--- src/rtl/clk_sel_bank_pkg.sv ---
package clk_sel_bank_pkg;

   localparam int unsigned WORD_W = 32;

   // control word numbers; the offset of word n is (n-1)*4
   localparam int unsigned IMM_WORD  = 1;
   localparam int unsigned GRPA_WORD = 9;
   localparam int unsigned GRPB_WORD = 10;
   localparam int unsigned REQ_WORD  = 11;

   function automatic int unsigned word_ofs(int unsigned n);
      return (n - 1) * 4;
   endfunction

   // lowest enable bit at or above bit b, -1 if none
   function automatic int en_pos(logic [WORD_W-1:0] en, int b);
      int p = -1;
      for (int i = int'(WORD_W) - 1; i >= b; i--)
         if (en[i]) p = i;
      return p;
   endfunction

   // enables and codes disjoint, every code bit has an enable above it
   function automatic bit layout_ok(logic [WORD_W-1:0] en, logic [WORD_W-1:0] code);
      bit ok = ((en & code) == '0);
      for (int b = 0; b < int'(WORD_W); b++)
         if (code[b] && en_pos(en, b) < 0) ok = 1'b0;
      return ok;
   endfunction

endpackage

--- src/rtl/csr_commit_ctl.sv ---
module csr_commit_ctl (
   input  logic clk,
   input  logic rst_n,
   input  logic req_wr_i,
   input  logic ack_i,
   output logic pending_o,
   output logic commit_o
);

   logic pending_q;

   always_ff @(posedge clk or negedge rst_n) begin
      if (!rst_n)
         pending_q <= 1'b0;
      else if (pending_q && ack_i)
         pending_q <= 1'b0;
      else if (!pending_q && req_wr_i)
         pending_q <= 1'b1;
   end

   assign pending_o = pending_q;
   assign commit_o  = pending_q & ack_i;

   AST_REQ_SETS: assert property (@(posedge clk) disable iff (!rst_n)
      (!pending_q && req_wr_i) |=> pending_q);
   AST_REQ_WAITS: assert property (@(posedge clk) disable iff (!rst_n)
      (pending_q && !ack_i) |=> pending_q);
   AST_ACK_CLEARS: assert property (@(posedge clk) disable iff (!rst_n)
      (pending_q && ack_i) |=> !pending_q);
   AST_IDLE_STAYS: assert property (@(posedge clk) disable iff (!rst_n)
      (!pending_q && !req_wr_i) |=> !pending_q);

endmodule

--- src/rtl/csr_field_word.sv ---
module csr_field_word
   import clk_sel_bank_pkg::*;
#(
   parameter logic [WORD_W-1:0] EN_MASK   = '0,
   parameter logic [WORD_W-1:0] CODE_MASK = '0,
   parameter logic [WORD_W-1:0] RST_VAL   = '0,
   parameter bit                STAGED    = 1'b0
) (
   input  logic              clk,
   input  logic              rst_n,
   input  logic              wr_i,
   input  logic [WORD_W-1:0] wdata_i,
   input  logic              commit_i,
   output logic [WORD_W-1:0] shadow_o,
   output logic [WORD_W-1:0] active_o
);

   if (!layout_ok(EN_MASK, CODE_MASK)) begin : g_bad_layout
      $error("csr_field_word: field layout invalid");
   end
   if ((RST_VAL & ~CODE_MASK) != '0) begin : g_bad_reset
      $error("csr_field_word: reset value outside code bits");
   end

   logic [WORD_W-1:0] bit_wen;
   logic [WORD_W-1:0] shadow_q;

   for (genvar b = 0; b < WORD_W; b++) begin : g_bit
      localparam int EP = en_pos(EN_MASK, b);
      if (CODE_MASK[b] && EP >= 0) begin : g_code
         assign bit_wen[b] = wr_i & wdata_i[EP];
      end else begin : g_fixed
         assign bit_wen[b] = 1'b0;
      end
   end

   always_ff @(posedge clk or negedge rst_n) begin
      if (!rst_n)
         shadow_q <= RST_VAL;
      else
         shadow_q <= (shadow_q & ~bit_wen) | (wdata_i & bit_wen);
   end

   assign shadow_o = shadow_q;

   AST_KEEP_UNWRITTEN: assert property (@(posedge clk) disable iff (!rst_n)
      !wr_i |=> $stable(shadow_q));

   if (STAGED) begin : g_staged
      logic [WORD_W-1:0] active_q;

      always_ff @(posedge clk or negedge rst_n) begin
         if (!rst_n)
            active_q <= RST_VAL;
         else if (commit_i)
            active_q <= shadow_q;
      end

      assign active_o = active_q;

      AST_ACTIVE_HOLD: assert property (@(posedge clk) disable iff (!rst_n)
         !commit_i |=> $stable(active_q));
      AST_COMMIT_COPY: assert property (@(posedge clk) disable iff (!rst_n)
         commit_i |=> (active_q == $past(shadow_q)));
   end else begin : g_direct
      logic unused_commit;
      assign unused_commit = commit_i;
      assign active_o      = shadow_q;
   end

endmodule

--- src/rtl/clk_sel_bank.sv ---
module clk_sel_bank
   import clk_sel_bank_pkg::*;
#(
   parameter int unsigned       ADDR_W     = 8,
   parameter logic [WORD_W-1:0] IMM_EN     = 32'h4822_1084,
   parameter logic [WORD_W-1:0] IMM_CODE   = 32'h37DD_EF7B,
   parameter logic [WORD_W-1:0] IMM_RST    = 32'h0000_0001,
   parameter logic [WORD_W-1:0] GRPA_EN    = 32'h0088_8840,
   parameter logic [WORD_W-1:0] GRPA_CODE  = 32'h0077_77BF,
   parameter logic [WORD_W-1:0] GRPA_RST   = 32'h0033_331F,
   parameter logic [WORD_W-1:0] GRPB_EN    = 32'h0000_0244,
   parameter logic [WORD_W-1:0] GRPB_CODE  = 32'h0000_01BB,
   parameter logic [WORD_W-1:0] GRPB_RST   = 32'h0000_0099
) (
   input  logic              clk,
   input  logic              rst_n,
   input  logic [ADDR_W-1:0] bus_addr,
   input  logic [31:0]       bus_wdata,
   input  logic              bus_we,
   output logic [31:0]       bus_rdata,
   output logic [31:0]       imm_sel_o,
   output logic [31:0]       grp_a_sel_o,
   output logic [31:0]       grp_b_sel_o,
   output logic              commit_req_o,
   input  logic              commit_ack_i
);

   localparam logic [ADDR_W-1:0] A_IMM  = ADDR_W'(word_ofs(IMM_WORD));
   localparam logic [ADDR_W-1:0] A_GRPA = ADDR_W'(word_ofs(GRPA_WORD));
   localparam logic [ADDR_W-1:0] A_GRPB = ADDR_W'(word_ofs(GRPB_WORD));
   localparam logic [ADDR_W-1:0] A_REQ  = ADDR_W'(word_ofs(REQ_WORD));

   if ((word_ofs(REQ_WORD) + 4) > (64'd1 << ADDR_W)) begin : g_bad_addr
      $error("clk_sel_bank: ADDR_W too small for the word map");
   end

   logic hit_imm, hit_grpa, hit_grpb, hit_req, hit_any;
   logic pending, commit;
   logic [WORD_W-1:0] imm_shadow, grpa_shadow, grpb_shadow;

   assign hit_imm  = (bus_addr == A_IMM);
   assign hit_grpa = (bus_addr == A_GRPA);
   assign hit_grpb = (bus_addr == A_GRPB);
   assign hit_req  = (bus_addr == A_REQ);
   assign hit_any  = hit_imm | hit_grpa | hit_grpb | hit_req;

   csr_field_word #(
      .EN_MASK(IMM_EN), .CODE_MASK(IMM_CODE), .RST_VAL(IMM_RST), .STAGED(1'b0)
   ) u_imm (
      .clk(clk), .rst_n(rst_n), .wr_i(bus_we & hit_imm), .wdata_i(bus_wdata),
      .commit_i(1'b0), .shadow_o(imm_shadow), .active_o(imm_sel_o)
   );

   csr_field_word #(
      .EN_MASK(GRPA_EN), .CODE_MASK(GRPA_CODE), .RST_VAL(GRPA_RST), .STAGED(1'b1)
   ) u_grpa (
      .clk(clk), .rst_n(rst_n), .wr_i(bus_we & hit_grpa), .wdata_i(bus_wdata),
      .commit_i(commit), .shadow_o(grpa_shadow), .active_o(grp_a_sel_o)
   );

   csr_field_word #(
      .EN_MASK(GRPB_EN), .CODE_MASK(GRPB_CODE), .RST_VAL(GRPB_RST), .STAGED(1'b1)
   ) u_grpb (
      .clk(clk), .rst_n(rst_n), .wr_i(bus_we & hit_grpb), .wdata_i(bus_wdata),
      .commit_i(commit), .shadow_o(grpb_shadow), .active_o(grp_b_sel_o)
   );

   csr_commit_ctl u_commit (
      .clk(clk), .rst_n(rst_n),
      .req_wr_i(bus_we & hit_req & bus_wdata[0]),
      .ack_i(commit_ack_i), .pending_o(pending), .commit_o(commit)
   );

   assign commit_req_o = pending;

   always_comb begin
      bus_rdata = '0;
      if (hit_imm)  bus_rdata = imm_shadow;
      if (hit_grpa) bus_rdata = grpa_shadow;
      if (hit_grpb) bus_rdata = grpb_shadow;
      if (hit_req)  bus_rdata = {31'd0, pending};
   end

   AST_UNMAPPED_NO_WRITE: assert property (@(posedge clk) disable iff (!rst_n)
      (bus_we && !hit_any) |=> ($stable(imm_shadow) && $stable(grpa_shadow)
                                && $stable(grpb_shadow)));

endmodule

--- config.mk ---
export PLATFORM = sky130hd
export DESIGN_NAME = clk_sel_bank
export DESIGN_NICKNAME = d
export VERILOG_FILES = /design/src/rtl/clk_sel_bank_pkg.sv /design/src/rtl/csr_commit_ctl.sv /design/src/rtl/csr_field_word.sv /design/src/rtl/clk_sel_bank.sv
export SDC_FILE = /design/constraint.sdc
export NUM_CORES = 1
export LEC_CHECK = 0
export BUFFER_PORTS_ARGS = -buffer_cell sky130_fd_sc_hd__buf_2
export CAP_MARGIN = 20
export CORE_MARGIN = 10
export CORE_UTILIZATION = 51
export CTS_CLUSTER_SIZE = 16
export DETAILED_ROUTE_END_ITERATION = 7
export PLACE_DENSITY = 0.91
export SYNTH_ARGS = -nofsm -noshare
export SYNTH_HDL_FRONTEND = slang
export SYNTH_SLANG_ARGS = --single-unit
--- constraint.sdc ---
create_clock -name clk -period 3.04 [get_ports clk]
set_clock_uncertainty 0.1 [all_clocks]
set_input_delay 0.152 -clock clk [delete_from_list [all_inputs] [get_ports clk]]
set_output_delay 0.152 -clock clk [all_outputs]
set_load 0.01 [all_outputs]
Word level (Yosys, flattened, before mapping)
Cells that the tools add are included.
W data, S select, Z words.
{"block": "totals", "wordCells": 53, "out_inout_bits": 129, "ram_bits": 0, "latch_bits": 0, "regBits": 161, "inputBits": 44, "mem_bits_ro": 0, "n_memories": 0}
{"block": "classes", "div": 0, "n_lt_le_gt_ge": 0, "n_addsub": 0, "n_reduce_logical": 5, "n_mul": 0, "shift": 0, "muxes": 6, "n_bitwise": 33, "eq_ne": 3}
{"cell": "$mux W32", "count": 4}
{"cell": "$and A32 B32 Y32", "count": 3}
{"cell": "$or A32 B32 Y32", "count": 3}
{"cell": "$and A32 B23 Y32", "count": 1}
{"cell": "$and A32 B30 Y32", "count": 1}
{"cell": "$and A32 B9 Y32", "count": 1}
{"cell": "$not A23 Y32", "count": 1}
{"cell": "$not A30 Y32", "count": 1}
{"cell": "$not A9 Y32", "count": 1}
{"cell": "$eq A8 B6 Y1 const B", "count": 3}
{"cell": "$and A1 B1 Y1", "count": 21}
{"cell": "$logic_not A8 Y1", "count": 1}
{"cell": "$logic_and A1 B1 Y1", "count": 2}
{"cell": "$mux W1", "count": 2}
{"cell": "$reduce_bool A2 Y1", "count": 1}
{"cell": "$logic_not A1 Y1", "count": 1}

Longest topological paths before layout
Gate-level depths: netlist of run 1.
{"block": "logic_depth", "ltp_word": 6, "depth_mapped": 5, "depth_no_buf": 3}

Cells and area by module
A second synthesis of run 1 with hierarchy kept.
{"block": "unflattened", "cells_unflattened": 450, "hier_area_um2": 4914.7}
{"module": "csr_field_word at u_grpa", "instances": 1, "cells_each": 110, "seq_area_each_um2": 983.4, "area_per_inst_um2": 1651.6}
{"module": "csr_field_word at u_imm", "instances": 1, "cells_each": 96, "seq_area_each_um2": 601.8, "area_per_inst_um2": 1202.4}
{"module": "clk_sel_bank", "instances": 1, "cells_each": 157, "seq_area_each_um2": 0.0, "area_per_inst_um2": 1092.3}
{"module": "csr_field_word at u_grpb", "instances": 1, "cells_each": 83, "seq_area_each_um2": 360.3, "area_per_inst_um2": 922.1}
{"module": "csr_commit_ctl", "instances": 1, "cells_each": 4, "seq_area_each_um2": 25.0, "area_per_inst_um2": 46.3}

Worst setup path before layout of run 1
Ideal clock, no wire load.
{"block": "synth_path", "kind": "input to register", "startpoint": "input port bus_addr[4]", "endpoint": "register (tool-made name)", "setup_ns": 0.125, "path_slack_ns": 1.173, "required_ns": 2.815, "arrival_time_ns": 1.642, "path_stages": 5, "path_buffers": 2, "path_cell_list": "or4b_1 -> buf_2 -> buf_1 -> nor3_1 -> mux2_2"}
{"item": "start, declared", "line": "clk_sel_bank.sv:17", "text": "input logic [ADDR_W-1:0] bus_addr,"}

Worst setup path in the final report of run 1
{"block": "layout_path", "startpoint": "input port bus_addr[4]", "endpoint": "output port bus_rdata[1]"}
{"block": "layout_via", "elab_chain_len": 5, "elab_cells_between_ends": 8, "classes_between": "eq/ne (3); mux (4); reduce/logical (1)"}
{"item": "$logic_not A8 Y1", "line": "clk_sel_bank.sv:41", "text": "assign hit_imm = (bus_addr == A_IMM);"}
{"item": "$mux W32", "line": "clk_sel_bank.sv:78", "text": "if (hit_imm) bus_rdata = imm_shadow;"}
{"item": "$mux W32", "line": "clk_sel_bank.sv:79", "text": "if (hit_grpa) bus_rdata = grpa_shadow;"}
{"item": "$mux W32", "line": "clk_sel_bank.sv:80", "text": "if (hit_grpb) bus_rdata = grpb_shadow;"}
{"item": "$mux W32 *", "line": "clk_sel_bank.sv:81", "text": "if (hit_req) bus_rdata = {31'd0, pending};"}
{"item": "end, declared", "line": "clk_sel_bank.sv:20", "text": "output logic [31:0] bus_rdata,"}
Every way passes the cells marked *; elsewhere a longest branch is shown, timed or not.

==> flow_metrics.tcl, run 1 <==
set metrics [dict create \
    synth_area_um2 3760 \
    worst_hold_slack_ns 0.0490 \
    peakVddDrop_mv 0.283 \
    cts_tree "done" \
    die_area_um2 11200 \
    setup_slack_ns 0.915 \
    cp-start-kind "primary input" \
    row_count 31 \
    worst-path-max-fanout 10 \
    wl_per_cell_um 19.0 \
    setup_violations 0 \
    rsz0062_at_grt "no" \
    postSynthCellCount 298 \
    dp_cells 514 \
    final_common_cell "buf_2" \
    dpl_cell_area_um2 4330 \
    antenna_found_initial 1 \
    avgSynthCellArea_um2 12.6 \
    pin_count 173 \
    crit_slowest_cell "or4b_1" \
    power_switching_uw 495 \
    yosysWarnings 0 \
    period_minus_slack_ns 2.13 \
    ys_seq_area_share_pct 52.4 \
    ant_nets 0 \
    core_area_um2 7210 \
    pre_cts_ws_ns 0.746 \
    p_leak_uw 0.00258 \
    path_cells "buf_2 -> or4b_1 -> buf_4 -> nor2_2 -> buf_4 -> a221o_1 -> buf_2" \
    power_frac_comb_pct 8.4 \
    clkSlewWorstSetupHoldPaths_ns 0.07 \
    track_usage_pct 18.7 \
    p_int_uw 1580 \
    cts.root.buffer_cell "clkbuf_8" \
    postLayoutCellArea_um2 4860 \
    final_nets 501 \
    num_vias 2872 \
    drt-initial-drc-count 84 \
    grt_pass1_vias 3152 \
    dp_hpwl_um 7890 \
    ys_ff_latch 77 \
    start_util_pct 52.1 \
    clk_path_buf_depth 2 \
    report.final.slew_viol_count 0 \
    drtPass1Iterations 4 \
    synth_cell_types 29 \
    seqPwrFrac_pct 51.1 \
    die_y_um 106 \
    grt_overflow 0 \
    mostFrequentLayoutCells "buf_2 (121), mux2_2 (71), conb_1 (49), dfrtp_1 (42), dfstp_2 (35)" \
    fin_crit_sh_pct 69.9 \
    power.density_nw_per_um2 428 \
    slew_headroom_pct 37.4 \
    path_class "primary input to output pin" \
    status "completed" \
    post_drt_via_cell_ratio 5.11 \
    setup_tns_ns 0 \
    grt_max_degree 78 \
    switching_share_pct 23.8 \
    clock_power_share_pct 40.4 \
    tightest_slew_ns 0.939 \
    place_congestion 0.729 \
    numCtsBuffers 9 \
    crit_path_end_kind "output pin" \
    h-tree-depth 3 \
    portBuffers 122 \
    instances_no_fill 562 \
    critPathMaxStageDelay_ns 0.71 \
    area_delta_synth_final_pct 29.3 \
    hold_class "primary input to flip-flop" \
    die_width_um 106 \
    fmax_ghz 0.471 \
    cts_sinks 77 \
    cts_resized 0 \
    grt_first_pass_wirelength_um 17000 \
    cp.arrival_ns 1.87 \
    final-hold-violation-count 0 \
    drc 0 \
    drt_wl_total_um 10700 \
    clk_latency_ns 0.33 \
    drv_cap 0 \
    cp_data_required_time_ns 2.79 \
    drive_gt1_share_pct 56.1 \
]
[cells in the mapped netlist]
cell	n	area, um2
mux2_2	71	800
buf_4	49	368
dfrtp_1	42	1050
dfstp_2	35	920
nand2_1	13	48.8
nor3_1	11	55.1
a22o_1	10	87.6
and3_1	10	62.6
clkbuf_1	8	30.0
o21ai_0	6	30.0
a221o_1	5	50.1
inv_1	5	18.8
and2_1	4	25.0
nor3_2	4	40.0
and4_1	3	26.3
buf_2	3	15.0
nand4_1	3	18.8
nor4_1	3	18.8
mux2i_1	2	20.0
or4_1	2	15.0
buf_1	1	3.75
conb_1	1	3.75
nand3b_1	1	7.51
nand4b_1	1	8.76
nor2_1	1	3.75
nor2_2	1	6.26
or3_1	1	6.26
or4b_1	1	10.0
or4b_2	1	10.0
[critical path, delay by kind of cell]
family	cells	cell delay (ns)
buffers and inverters	4	0.73
AND/OR/NAND/NOR	2	0.81
AO/OA/AOI/OAI	1	0.18
[kinds of logic after synthesis]
group / synth area share, %
AOI/OAI and AO/OA: 4.46
buffers and inverters: 11.6
muxes: 21.8
other: 0.0997
DFF: 52.4
and+or+nand+nor: 9.65
[per-layer routing]
layer / GRT usage (%) / part of all wire [%] / wire, um / up-vias
met1: 19.2 / 36 / 3800 / 1418
li1: - / - / - / 1295
met5: 0 / 0 / 0 / -
met3: 9.93 / 13 / 1380 / 10
met2: 32.5 / 50 / 5380 / 149
met4: 5.42 / 0.98 / 104 / 0
[final timing paths]
kind / startpoint / endpoint / slack (ns) / depth (start not counted)
max: bus_addr[4] / bus_rdata[1] / 0.91 / 7
min: bus_addr[0] / u_commit.pending_o / 0.05 / 3
max reg2reg: u_commit.pending_o / u_grpa.active_o[22] / 1.32 / 3
min reg2reg: u_grpb.active_o[8] / u_grpb.active_o[8] / 0.38 / 2
max in group asynchronous: rst_n / asynchronous set/reset pin / 1.83 / 2
min in group asynchronous: rst_n / asynchronous set/reset pin / 0.41 / 2
[stage by stage]
stage | power (uW) | util (%)
2_1_floorplan | 1190 | -
4_1_cts | 2090 | 67.3
3_5_place_dp | 1220 | 60.1
6_report | 2080 | 67.4
5_1_grt | 2160 | 67.4
3_3_place_gp | 1210 | 60.1
[cell type report]
class | instances | area, um2
fillers | 538 | 2350
flip-flops and latches | 77 | 1970
multi-input cells | 203 | 1550
repair buffers | 161 | 983
clock buffers | 10 | 128
well taps | 99 | 124
clock inverters | 6 | 87.6
inverters | 5 | 18.8
diodes | 1 | 2.50
[timing repair]
action	4_1_cts	5_1_grt
endpoints found under the setup margin	0	0
endpoints found under the hold margin	92	0
hold buffers	31	0
buffers inserted	0	0
[power by group through the flow]
| stage | Clock (uW) | Combinational (uW) | Sequential (uW) |
|---|---|---|---|
| detailed placement | 0 | 140 | 1080 |
| global placement | 0 | 135 | 1080 |
| global route | 900 | 196 | 1070 |
| finish | 841 | 176 | 1060 |
| floorplan | 0 | 105 | 1080 |
| CTS | 857 | 172 | 1060 |
Note: power is estimated with default switching activity, not from simulation.
==> inputs of run 2 (changes only) <==
Settings changed: CORE_UTILIZATION 51 to 47, PLACE_DENSITY 0.91 to 0.85.
Clock period 3.04 ns to 2.1 ns, I/O delays scaled along.
==> run 2 against run 1 <==
Combinational power increased by 46%; flip-flop and latch count stayed put; first-iteration DRC count rose by 20%; clock power rose by 50%; final cell count grew 1.8%; power rose by 47%; sequential share of layout area fell by 0.60 points; wire length up 1.2%; core utilization is 3.9 points lower; non-clock buffer count grew 8; worst hold slack better by 0.077 ns; design area rose by 1.5%; critical path type is now primary input to flip-flop; largest cell class unchanged.
==> flow_metrics.tcl, run 2 (synthesis results as in run 1) <==
set metrics [dict create \
    status "completed" \
    use_met3_pct 7.37 \
    cp-start-kind "primary input" \
    area_delta_synth_final_pct 31.2 \
    total_power_uw 3060 \
    cp_data_required_time_ns 2.30 \
    peakVddDrop_mv 0.470 \
    setup_tns_ns 0 \
    antenna_found_initial 0 \
    setup_violations 0 \
    grt_max_degree 78 \
    slew_headroom_pct 37.8 \
    grt_first_pass_wirelength_um 16300 \
    multiInputGateArea_um2 1550 \
    numCtsBuffers 9 \
    num_vias 2907 \
    p_leak_uw 0.00262 \
    post_cts_buffers 0 \
    cts_tree "done" \
    period_minus_slack_ns 1.97 \
    grt_pass1_vias 3120 \
    grt_busiest_layer "met2" \
    grt_util_met2_pct 30.4 \
    postLayoutCellArea_um2 4930 \
    holdPathStages 3 \
    ant_nets 0 \
    grt_overflow 0 \
    h-tree-depth 3 \
    grt_use_met1_pct 18.3 \
    row_count 32 \
    fin_crit_sh_pct 94.0 \
    dp_cells 524 \
    cts.root.buffer_cell "clkbuf_8" \
    dp_hpwl_um 7860 \
    tightest_slew_ns 0.932 \
    register_area_um2 1970 \
    hold_class "primary input to flip-flop" \
    clk_latency_ns 0.36 \
    final-hold-violation-count 0 \
    die_width_um 109 \
    portBuffers 122 \
    post_drt_via_cell_ratio 5.08 \
    power.density_nw_per_um2 620 \
    die_area_um2 12000 \
    cts_resized 0 \
    worst-path-max-fanout 17 \
    cts_sinks 77 \
    die_y_um 109 \
    path_class "primary input to flip-flop" \
    track_usage_pct 17.5 \
    fmax_ghz 0.506 \
    drt_wl_total_um 10800 \
    start_util_pct 48.4 \
    fillCellCount 613 \
    clkSlewWorstSetupHoldPaths_ns 0.08 \
    drv_cap 0 \
    rsz0062_at_grt "no" \
    reg2reg_depth 3 \
    report.final.slew_viol_count 0 \
    drc 0 \
    drive_gt1_share_pct 56.6 \
    drt-initial-drc-count 101 \
    cp.arrival_ns 2.17 \
    mostFrequentLayoutCells "buf_2 (121), mux2_2 (71), conb_1 (49), dfrtp_1 (42), dfstp_2 (35)" \
    instances_no_fill 572 \
    final_common_cell "buf_2" \
    core_area_um2 7770 \
    dpl_cell_area_um2 4390 \
    drtPass1Iterations 5 \
    wl_per_cell_um 18.9 \
    clk_path_buf_depth 2 \
    antennaDiodeCount 0 \
    place_congestion 0.738 \
    crit_path_end_kind "flip-flop" \
    final_nets 509 \
    pin_count 173 \
]
## run 2: cell types whose count changed in the layout (fill, tap and decap cells not counted)
cell	delta
clkinv_2	-1
clkbuf_8	+1
diode_2	-1
clkinv_4	-1
buf_4	+7
dlygate4sd3_1	+1
inv_6	+1
## run 2: worst max-delay path, stage by stage
cell	delay [ns]
buf_2	0.12
or4b_1	0.52
buf_4	0.22
or4_1	0.50
mux2i_1	0.14
dlygate4sd3_1	0.56
## run 2: final timing paths
check | slack (ns) | endpoint | start
setup / recovery | 0.13 | u_commit.pending_o | bus_addr[4]
hold / removal | 0.13 | flip-flop | bus_wdata[30]
setup reg to reg | 0.76 | u_grpa.active_o[22] | u_commit.pending_o
hold reg to reg | 0.38 | u_grpb.active_o[5] | u_grpb.active_o[5]
max in group asynchronous | 0.96 | u_grpb.active_o[5] | rst_n
min in group asynchronous | 0.30 | asynchronous set/reset pin | rst_n
## run 2: metal layers
layer / wire, um / share of wire [%]
met3: 1450 / 13
met2: 5260 / 49
met5: 0 / 0
met1: 3870 / 36
met4: 209 / 1.9
## run 2: cell type report
type,count,share of cell area [%]
flip-flops and latches,77,39.9
multi-input cells,203,31.3
repair buffers,169,21.2
clock buffers,11,2.87
well taps,102,2.59
clock inverters,5,1.67
inverters,5,0.380
## run 2: stage by stage
stage               util [%]  worst slack, ns  hold slack [ns]
finish                  63.5            0.125            0.126
global route            63.5           0.0908            0.135
CTS                     63.5            0.140            0.118
detailed placement      56.5           0.0470            0.208
global placement        56.5            0.144            0.191
floorplan                  -            0.280           -0.291
## run 2: timing repair
action,CTS,global route
endpoints found under the setup margin,0,0
endpoints found under the hold margin,93,0
hold buffers,32,0
## run 2: where the power goes
| group | switching (uW) | internal [uW] | total, uW |
|---|---|---|---|
| clock network | 556 | 707 | 1260 |
| registers | 19.9 | 1520 | 1540 |
| logic | 152 | 105 | 257 |
| total | 729 | 2330 | 3060 |
